## src/rtl/dmem_pkg.sv

```systemverilog
package dmem_pkg;
    localparam int ADDR_W        = 8;
    localparam int DATA_W        = 8;
    localparam int BANK_W        = 2;
    localparam int REGS_PER_BANK = 8;
    localparam int HALF_DEPTH    = 2 ** (ADDR_W - 1);
    localparam int HALF_AW       = ADDR_W - 1;

    typedef enum logic [1:0] {
        TGT_LOW = 2'd0,
        TGT_UP  = 2'd1,
        TGT_SFR = 2'd2
    } tgt_e;

    typedef enum logic {
        ST_IDLE  = 1'b0,
        ST_FETCH = 1'b1
    } st_e;

    typedef struct packed {
        st_e               st;
        logic              pend_we;
        logic [DATA_W-1:0] pend_wdata;
        logic              rd_valid;
        tgt_e              rd_src;
        logic              sfr_we;
        logic              sfr_re;
        logic [ADDR_W-1:0] sfr_addr;
        logic [DATA_W-1:0] sfr_wdata;
    } ctrl_t;
endpackage

```

## src/rtl/dmem_ram.sv

```systemverilog
module dmem_ram #(
    parameter int DEPTH = 128,
    parameter int DW    = 8,
    localparam int AW   = $clog2(DEPTH)
) (
    input  logic          clk,
    input  logic          en,
    input  logic          we,
    input  logic [AW-1:0] addr,
    input  logic [DW-1:0] wdata,
    output logic [DW-1:0] rdata
);
    logic [DW-1:0] mem [DEPTH];
    logic [DW-1:0] rdata_q;

    always_ff @(posedge clk) begin
        if (en) begin
            if (we) mem[addr] <= wdata;
            else    rdata_q   <= mem[addr];
        end
    end

    assign rdata = rdata_q;
endmodule

```

## src/rtl/dmem_decode.sv

```systemverilog
module dmem_decode
    import dmem_pkg::*;
(
    input  logic [ADDR_W-1:0] addr,
    input  logic              indirect,
    output tgt_e              tgt
);
    always_comb begin
        if (!addr[ADDR_W-1])  tgt = TGT_LOW;
        else if (indirect)    tgt = TGT_UP;
        else                  tgt = TGT_SFR;
    end
endmodule

```

## src/rtl/dual_space_dmem.sv

```systemverilog
module dual_space_dmem
    import dmem_pkg::*;
(
    input  logic              clk,
    input  logic              rst_n,
    input  logic              req_valid,
    input  logic              req_indirect,
    input  logic              req_ptr_sel,
    input  logic [BANK_W-1:0] bank_sel,
    input  logic [ADDR_W-1:0] req_addr,
    input  logic              req_we,
    input  logic [DATA_W-1:0] req_wdata,
    output logic              busy,
    output logic              rd_valid,
    output logic [DATA_W-1:0] rd_data,
    output logic              sfr_we,
    output logic              sfr_re,
    output logic [ADDR_W-1:0] sfr_addr,
    output logic [DATA_W-1:0] sfr_wdata,
    input  logic [DATA_W-1:0] sfr_rdata
);
    localparam int NHALF = 2;

    ctrl_t ctrl_d, ctrl_q;

    logic [NHALF-1:0]              ram_en;
    logic [NHALF-1:0]              ram_we;
    logic [NHALF-1:0][HALF_AW-1:0] ram_addr;
    logic [NHALF-1:0][DATA_W-1:0]  ram_rdata;
    logic [DATA_W-1:0]             ram_wdata;

    logic              acc_valid;
    logic [ADDR_W-1:0] acc_addr;
    logic              acc_ind;
    logic              acc_we;
    logic [DATA_W-1:0] acc_wdata;
    tgt_e              acc_tgt;
    logic              ptr_fetch;
    logic [HALF_AW-1:0] ptr_loc;

    // Location of the chosen pointer register inside the active bank
    assign ptr_loc = HALF_AW'(bank_sel) * HALF_AW'(REGS_PER_BANK) + HALF_AW'(req_ptr_sel);

    // Which access is performed this cycle
    always_comb begin
        acc_valid = 1'b0;
        acc_addr  = req_addr;
        acc_ind   = 1'b0;
        acc_we    = req_we;
        acc_wdata = req_wdata;
        ptr_fetch = 1'b0;
        if (ctrl_q.st == ST_FETCH) begin
            acc_valid = 1'b1;
            acc_addr  = ram_rdata[0];
            acc_ind   = 1'b1;
            acc_we    = ctrl_q.pend_we;
            acc_wdata = ctrl_q.pend_wdata;
        end else if (req_valid) begin
            if (req_indirect) ptr_fetch = 1'b1;
            else              acc_valid = 1'b1;
        end
    end

    dmem_decode u_decode (
        .addr     (acc_addr),
        .indirect (acc_ind),
        .tgt      (acc_tgt)
    );

    // Next-state and RAM port steering
    always_comb begin
        ctrl_d          = ctrl_q;
        ctrl_d.rd_valid = 1'b0;
        ctrl_d.sfr_we   = 1'b0;
        ctrl_d.sfr_re   = 1'b0;
        ram_en          = '0;
        ram_we          = '0;
        ram_addr        = '0;
        ram_wdata       = acc_wdata;

        if (ptr_fetch) begin
            ram_en[0]         = 1'b1;
            ram_addr[0]       = ptr_loc;
            ctrl_d.st         = ST_FETCH;
            ctrl_d.pend_we    = req_we;
            ctrl_d.pend_wdata = req_wdata;
        end

        if (acc_valid) begin
            ctrl_d.st       = ST_IDLE;
            ctrl_d.rd_valid = !acc_we;
            ctrl_d.rd_src   = acc_tgt;
            unique case (acc_tgt)
                TGT_LOW: begin
                    ram_en[0]   = 1'b1;
                    ram_we[0]   = acc_we;
                    ram_addr[0] = acc_addr[HALF_AW-1:0];
                end
                TGT_UP: begin
                    ram_en[1]   = 1'b1;
                    ram_we[1]   = acc_we;
                    ram_addr[1] = acc_addr[HALF_AW-1:0];
                end
                default: begin
                    ctrl_d.sfr_we    = acc_we;
                    ctrl_d.sfr_re    = !acc_we;
                    ctrl_d.sfr_addr  = acc_addr;
                    ctrl_d.sfr_wdata = acc_wdata;
                end
            endcase
        end
    end

    always_ff @(posedge clk or negedge rst_n) begin
        if (!rst_n) begin
            ctrl_q <= '{st: ST_IDLE, rd_src: TGT_LOW, default: '0};
        end else begin
            ctrl_q <= ctrl_d;
        end
    end

    genvar h;
    generate
        for (h = 0; h < NHALF; h++) begin : g_half
            dmem_ram #(
                .DEPTH (HALF_DEPTH),
                .DW    (DATA_W)
            ) u_ram (
                .clk   (clk),
                .en    (ram_en[h]),
                .we    (ram_we[h]),
                .addr  (ram_addr[h]),
                .wdata (ram_wdata),
                .rdata (ram_rdata[h])
            );
        end
    endgenerate

    always_comb begin
        unique case (ctrl_q.rd_src)
            TGT_UP:  rd_data = ram_rdata[1];
            TGT_SFR: rd_data = sfr_rdata;
            default: rd_data = ram_rdata[0];
        endcase
    end

    assign busy      = (ctrl_q.st == ST_FETCH);
    assign rd_valid  = ctrl_q.rd_valid;
    assign sfr_we    = ctrl_q.sfr_we;
    assign sfr_re    = ctrl_q.sfr_re;
    assign sfr_addr  = ctrl_q.sfr_addr;
    assign sfr_wdata = ctrl_q.sfr_wdata;

    // A register-port write comes only from an accepted direct upper write
    p_sfr_we_src_r2: assert property (@(posedge clk) disable iff (!rst_n)
        sfr_we |-> $past(req_valid && !busy && !req_indirect && req_we && req_addr[ADDR_W-1]));

    p_sfr_we_fields_r2: assert property (@(posedge clk) disable iff (!rst_n)
        sfr_we |-> (sfr_addr == $past(req_addr) && sfr_wdata == $past(req_wdata)));

    // A register-port read comes only from an accepted direct upper read
    p_sfr_re_src_r3: assert property (@(posedge clk) disable iff (!rst_n)
        sfr_re |-> $past(req_valid && !busy && !req_indirect && !req_we && req_addr[ADDR_W-1]));

    p_indirect_no_sfr_r5: assert property (@(posedge clk) disable iff (!rst_n)
        busy |=> (!sfr_we && !sfr_re));

    p_busy_single_r7: assert property (@(posedge clk) disable iff (!rst_n)
        busy |=> !busy);

    p_busy_follows_r7: assert property (@(posedge clk) disable iff (!rst_n)
        (req_valid && req_indirect && !busy) |=> busy);

    p_write_no_data_r1: assert property (@(posedge clk) disable iff (!rst_n)
        (req_valid && !busy && !req_indirect && req_we) |=> !rd_valid);

    p_strobe_excl_r3: assert property (@(posedge clk) disable iff (!rst_n)
        !(sfr_we && sfr_re));
endmodule

```

## config.mk

```make
export PLATFORM = sky130hd
export DESIGN_NAME = dual_space_dmem
export DESIGN_NICKNAME = d
export VERILOG_FILES = /design/src/rtl/dmem_pkg.sv /design/src/rtl/dmem_ram.sv /design/src/rtl/dmem_decode.sv /design/src/rtl/dual_space_dmem.sv
export SDC_FILE = /design/constraint.sdc
export NUM_CORES = 2
export LEC_CHECK = 0
export ABC_AREA = 1
export BUFFER_PORTS_ARGS = -buffer_cell sky130_fd_sc_hd__buf_4
export CAP_MARGIN = 20
export CELL_PAD_IN_SITES_DETAIL_PLACEMENT = 1
export CELL_PAD_IN_SITES_GLOBAL_PLACEMENT = 2
export CORE_MARGIN = 5
export CORE_UTILIZATION = 43
export CTS_BUF_LIST = sky130_fd_sc_hd__clkbuf_8
export CTS_CLUSTER_DIAMETER = 100
export CTS_CLUSTER_SIZE = 20
export DETAILED_ROUTE_END_ITERATION = 12
export PLACE_DENSITY_LB_ADDON = 0.15
export SLEW_MARGIN = 10
export SYNTH_ARGS = -nofsm -noshare
export SYNTH_HDL_FRONTEND = slang
export SYNTH_HIERARCHICAL = 1
export SYNTH_SLANG_ARGS = --single-unit
```

## constraint.sdc

```tcl
create_clock -name clk -period 5.6 [get_ports clk]
set_input_delay 0.28 -clock clk [delete_from_list [all_inputs] [get_ports clk]]
set_output_delay 0.28 -clock clk [all_outputs]
set_load 0.005 [all_outputs]
```

==> flow_summary_export.csv <==
group,metric,value,unit
flow_run,maxCapViolations,0,
global_route,grt_usage,24.5,%
synthesis,yosys.area_share.simple,26.7,%
worst_setup_path,cp.required,6120,ps
clock_network,cts_max_level,3,
worst_setup_path,critPathLaunchType,"register",
timing,period_needed,4840,ps
global_route,grt_max_degree,208,
timing,relSlewSlack,25.0,%
power,leakagePower,39.0,nW
die,dieHeight,467,um
synthesis,synth-adder-area-share,0.0279,%
die,design.die.area,218000,um2
clock_network,cts_tree,"built",
worst_setup_path,cp_top_family,"simple AND/OR/NAND/NOR gates",
synthesis,syn_nets,9096,
clock_network,clk_pin_slew_worst_paths,130,ps
worst_setup_path,path_cells,"inv_8, nand2_1, nand2_1, nand2_1, inv_1, inv_1, nor2_2, nand2_1, nor2_4, inv_8, nor2_1, nand3_2, nor2_1",
cells_and_area,fin_nets,8985,
placed_design,port_buffers,59,
timing,rsz0062_at_grt,"false",
detailed_routing,drt_iter0_markers,5017,
synthesis,synth_cell_types,29,
clock_network,cts_buffers,117,
timing,timing.fmax,207,MHz
worst_setup_path,cp_common_cell,"nand2_1",
placed_design,place.gp.congestion,0.864,
power,power,26.9,mW
detailed_routing,drc_errors,0,
cells_and_area,final_area,95500,um2
run_status,status,"complete, no violations",
synthesis,synth_area,89600,um2
cells_and_area,area_delta_synth_final,6.53,%
timing,fin_skew,64.8,ps
global_route,grt-ovfl-total,0,
cells_and_area,final_common_cell,"nand2_1",
detailed_routing,drtPass1Iterations,8,
worst_setup_path,endpoint_kind,"register",
clock_network,clockBufferDepth,3,
worst_setup_path,path_buf_inv,4,
clock_network,cts_root_buf,"clkbuf_8",
timing,tightestPinTransition,1120,ps
synthesis,synth.avg_cell_area,9.89,um2
synthesis,synthMuxAreaShare,0,%
clock_network,cts-resized-gates,0,
detailed_routing,wl,271000,um
placed_design,dpl.hpwl,161000,um
worst_setup_path,critPathMaxStageDelay,950,ps
synthesis,synth_top_family_by_area,"simple AND/OR/NAND/NOR gates",
timing,tns,0,ps
placed_design,placed_cells,11600,
cells_and_area,final_cell_mix,"nand2_1, edfxtp_1, nor2_1",
die,row_count,167,
synthesis,synth-compound-area-share,0.268,%
detailed_routing,final_antenna_net_count,0,
hold_path,hp-class,"primary input to register",
detailed_routing,wire_per_inst,23.0,um
timing,period_share,86.4,%
die,core_area,207000,um2
worst_setup_path,critPathKind,"register to register",
global_route,grt_pass1_vias,62100,
global_route,grt_pass1_wl,402000,um
timing,hold_viol,0,
power,power_density,282,nW/um2
cells_and_area,drive_gt1_share,4.26,%
global_route,antenna_found_initial,5,
die,start_util,43.2,%
synthesis,synth_cells,9062,
synthesis,synth_seq_cells,2095,
clock_network,cts_num_sinks,2095,
worst_setup_path,cp_slowest_cell,"nor2_1",
synthesis,synth-xor-area-share,0,%
synthesis,synth_warnings,6,
timing,timing.hold.ws,324,ps
timing,setup_viol,0,
clock_network,clk_latency,940,ps
detailed_routing,avgViaCountPerCell,5.18,
power,vdd_ir_drop_max,0.253,mV
worst_setup_path,critPathArrivalTime,5360,ps
die,io_pins,60,
cells_and_area,final_cells,11800,
timing,drv_slew,0,
detailed_routing,route.vias.total,61100,
synthesis,synth_seq_area_share,70.0,%
cells_and_area,n_fill_cell,23200,
placed_design,placed_cell_area,93000,um2
die,die_w,467,um
worst_setup_path,path_max_fanout,65,
-- routing by layer --
metal	vias up	GRT usage, %	share of wire [%]
li1	28700	-	-
met1	30800	34.4	45
met2	1285	40.3	47
met3	326	2.49	4.5
met4	0	8.24	3.6
met5	-	0	0
-- synth_stat cells --
| cell | n | area [um2] |
|---|---|---|
| o21ai_0 | 13 | 65.1 |
| nand3_1 | 85 | 425 |
| inv_2 | 4 | 15.0 |
| a21oi_1 | 28 | 140 |
| edfxtp_1 | 2064 | 62000 |
| or2_1 | 4 | 25.0 |
| clkinv_1 | 2 | 7.51 |
| o211ai_1 | 4 | 30.0 |
| nand4_1 | 2 | 12.5 |
| ha_1 | 2 | 25.0 |
| o21ai_1 | 1 | 5.00 |
| buf_2 | 186 | 931 |
| inv_4 | 1 | 6.26 |
| or2_2 | 20 | 125 |
| and2_1 | 1 | 6.26 |
| buf_6 | 8 | 90.1 |
| clkbuf_1 | 196 | 736 |
| inv_8 | 1 | 11.3 |
| buf_1 | 46 | 173 |
| nor3_1 | 8 | 40.0 |
| nand3_4 | 1 | 17.5 |
| buf_4 | 28 | 210 |
| nand2_4 | 2 | 22.5 |
| nand2_1 | 5679 | 21300 |
| inv_1 | 142 | 533 |
| nand2_2 | 1 | 6.26 |
| nor2_2 | 5 | 31.3 |
| dfrtp_1 | 31 | 776 |
| nor2_1 | 497 | 1870 |
-- area by class of cell --
class,count,area [um2],share of cell area (%)
Timing Repair Buffer,234,2300,2.41
Sequential cell,2095,62800,65.7
Tap cell,2788,3490,3.65
Inverter,150,608,0.637
Clock buffer,119,1640,1.72
Antenna cell,1,2.50,0.00262
Multi-Input combinational cell,6353,24300,25.5
Clock inverter,73,368,0.385
-- metrics by stage --
step,worst slack (ps),utilization (%)
floorplan,929,-
global placement,784,44.8
detailed placement,755,44.8
CTS,767,46.0
global route,475,46.1
finish,759,46.1
-- state kept, by name (all words and copies together), names as in the netlist --
signal / cells
rd_valid: 1
g_half.u_ram/mem: 2048
sfr_wdata: 8
busy: 1
sfr_addr: 8
g_half.u_ram/rdata: 16
sfr_re: 1
sfr_we: 1
ctrl_q: 11
-- path summary, 6_finish.rpt --
kind	from	to	slack, ps	cells after the start
worst max-delay path	busy	g_half[1].u_ram/mem[59][4]	760	13
worst min-delay path	bank_sel[0]	g_half[0].u_ram/rdata[6]	320	10
worst max register to register	busy	g_half[1].u_ram/mem[59][4]	760	13
worst min register to register	sfr_wdata[1]	sfr_wdata[1]	500	2
max in group asynchronous	rst_n	busy	4960	4
min in group asynchronous	rst_n	sfr_addr[7]	380	4
-- cells by family after synthesis --
group	count (synthesis)
buffers and inverters	614
adders and majority gates	2
AOI/OAI and AO/OA	46
DFF	2095
and+or+nand+nor	6305
-- repair_timing --
item                                   4_1_cts  5_1_grt
endpoints found under the hold margin       54        0
hold buffers                                47        0
buffers inserted                             0        0
-- worst register-to-register path, cell delays in order (launching register included) --
cell and delay, ps:
dfrtp_1 500, inv_8 180, nand2_1 80, nand2_1 110
nand2_1 60, inv_1 120, inv_1 70, nor2_2 190
nand2_1 340, nor2_4 390, inv_8 220, nor2_1 340
nand3_2 910, nor2_1 960
-- where the power goes --
group	leakage, nW	switching [mW]	internal, mW
Sequential	19.0	0.0392	17.5
Clock	1.22	4.78	2.08
Combinational	18.7	2.00	0.580
(Power assumes the default switching activity.)
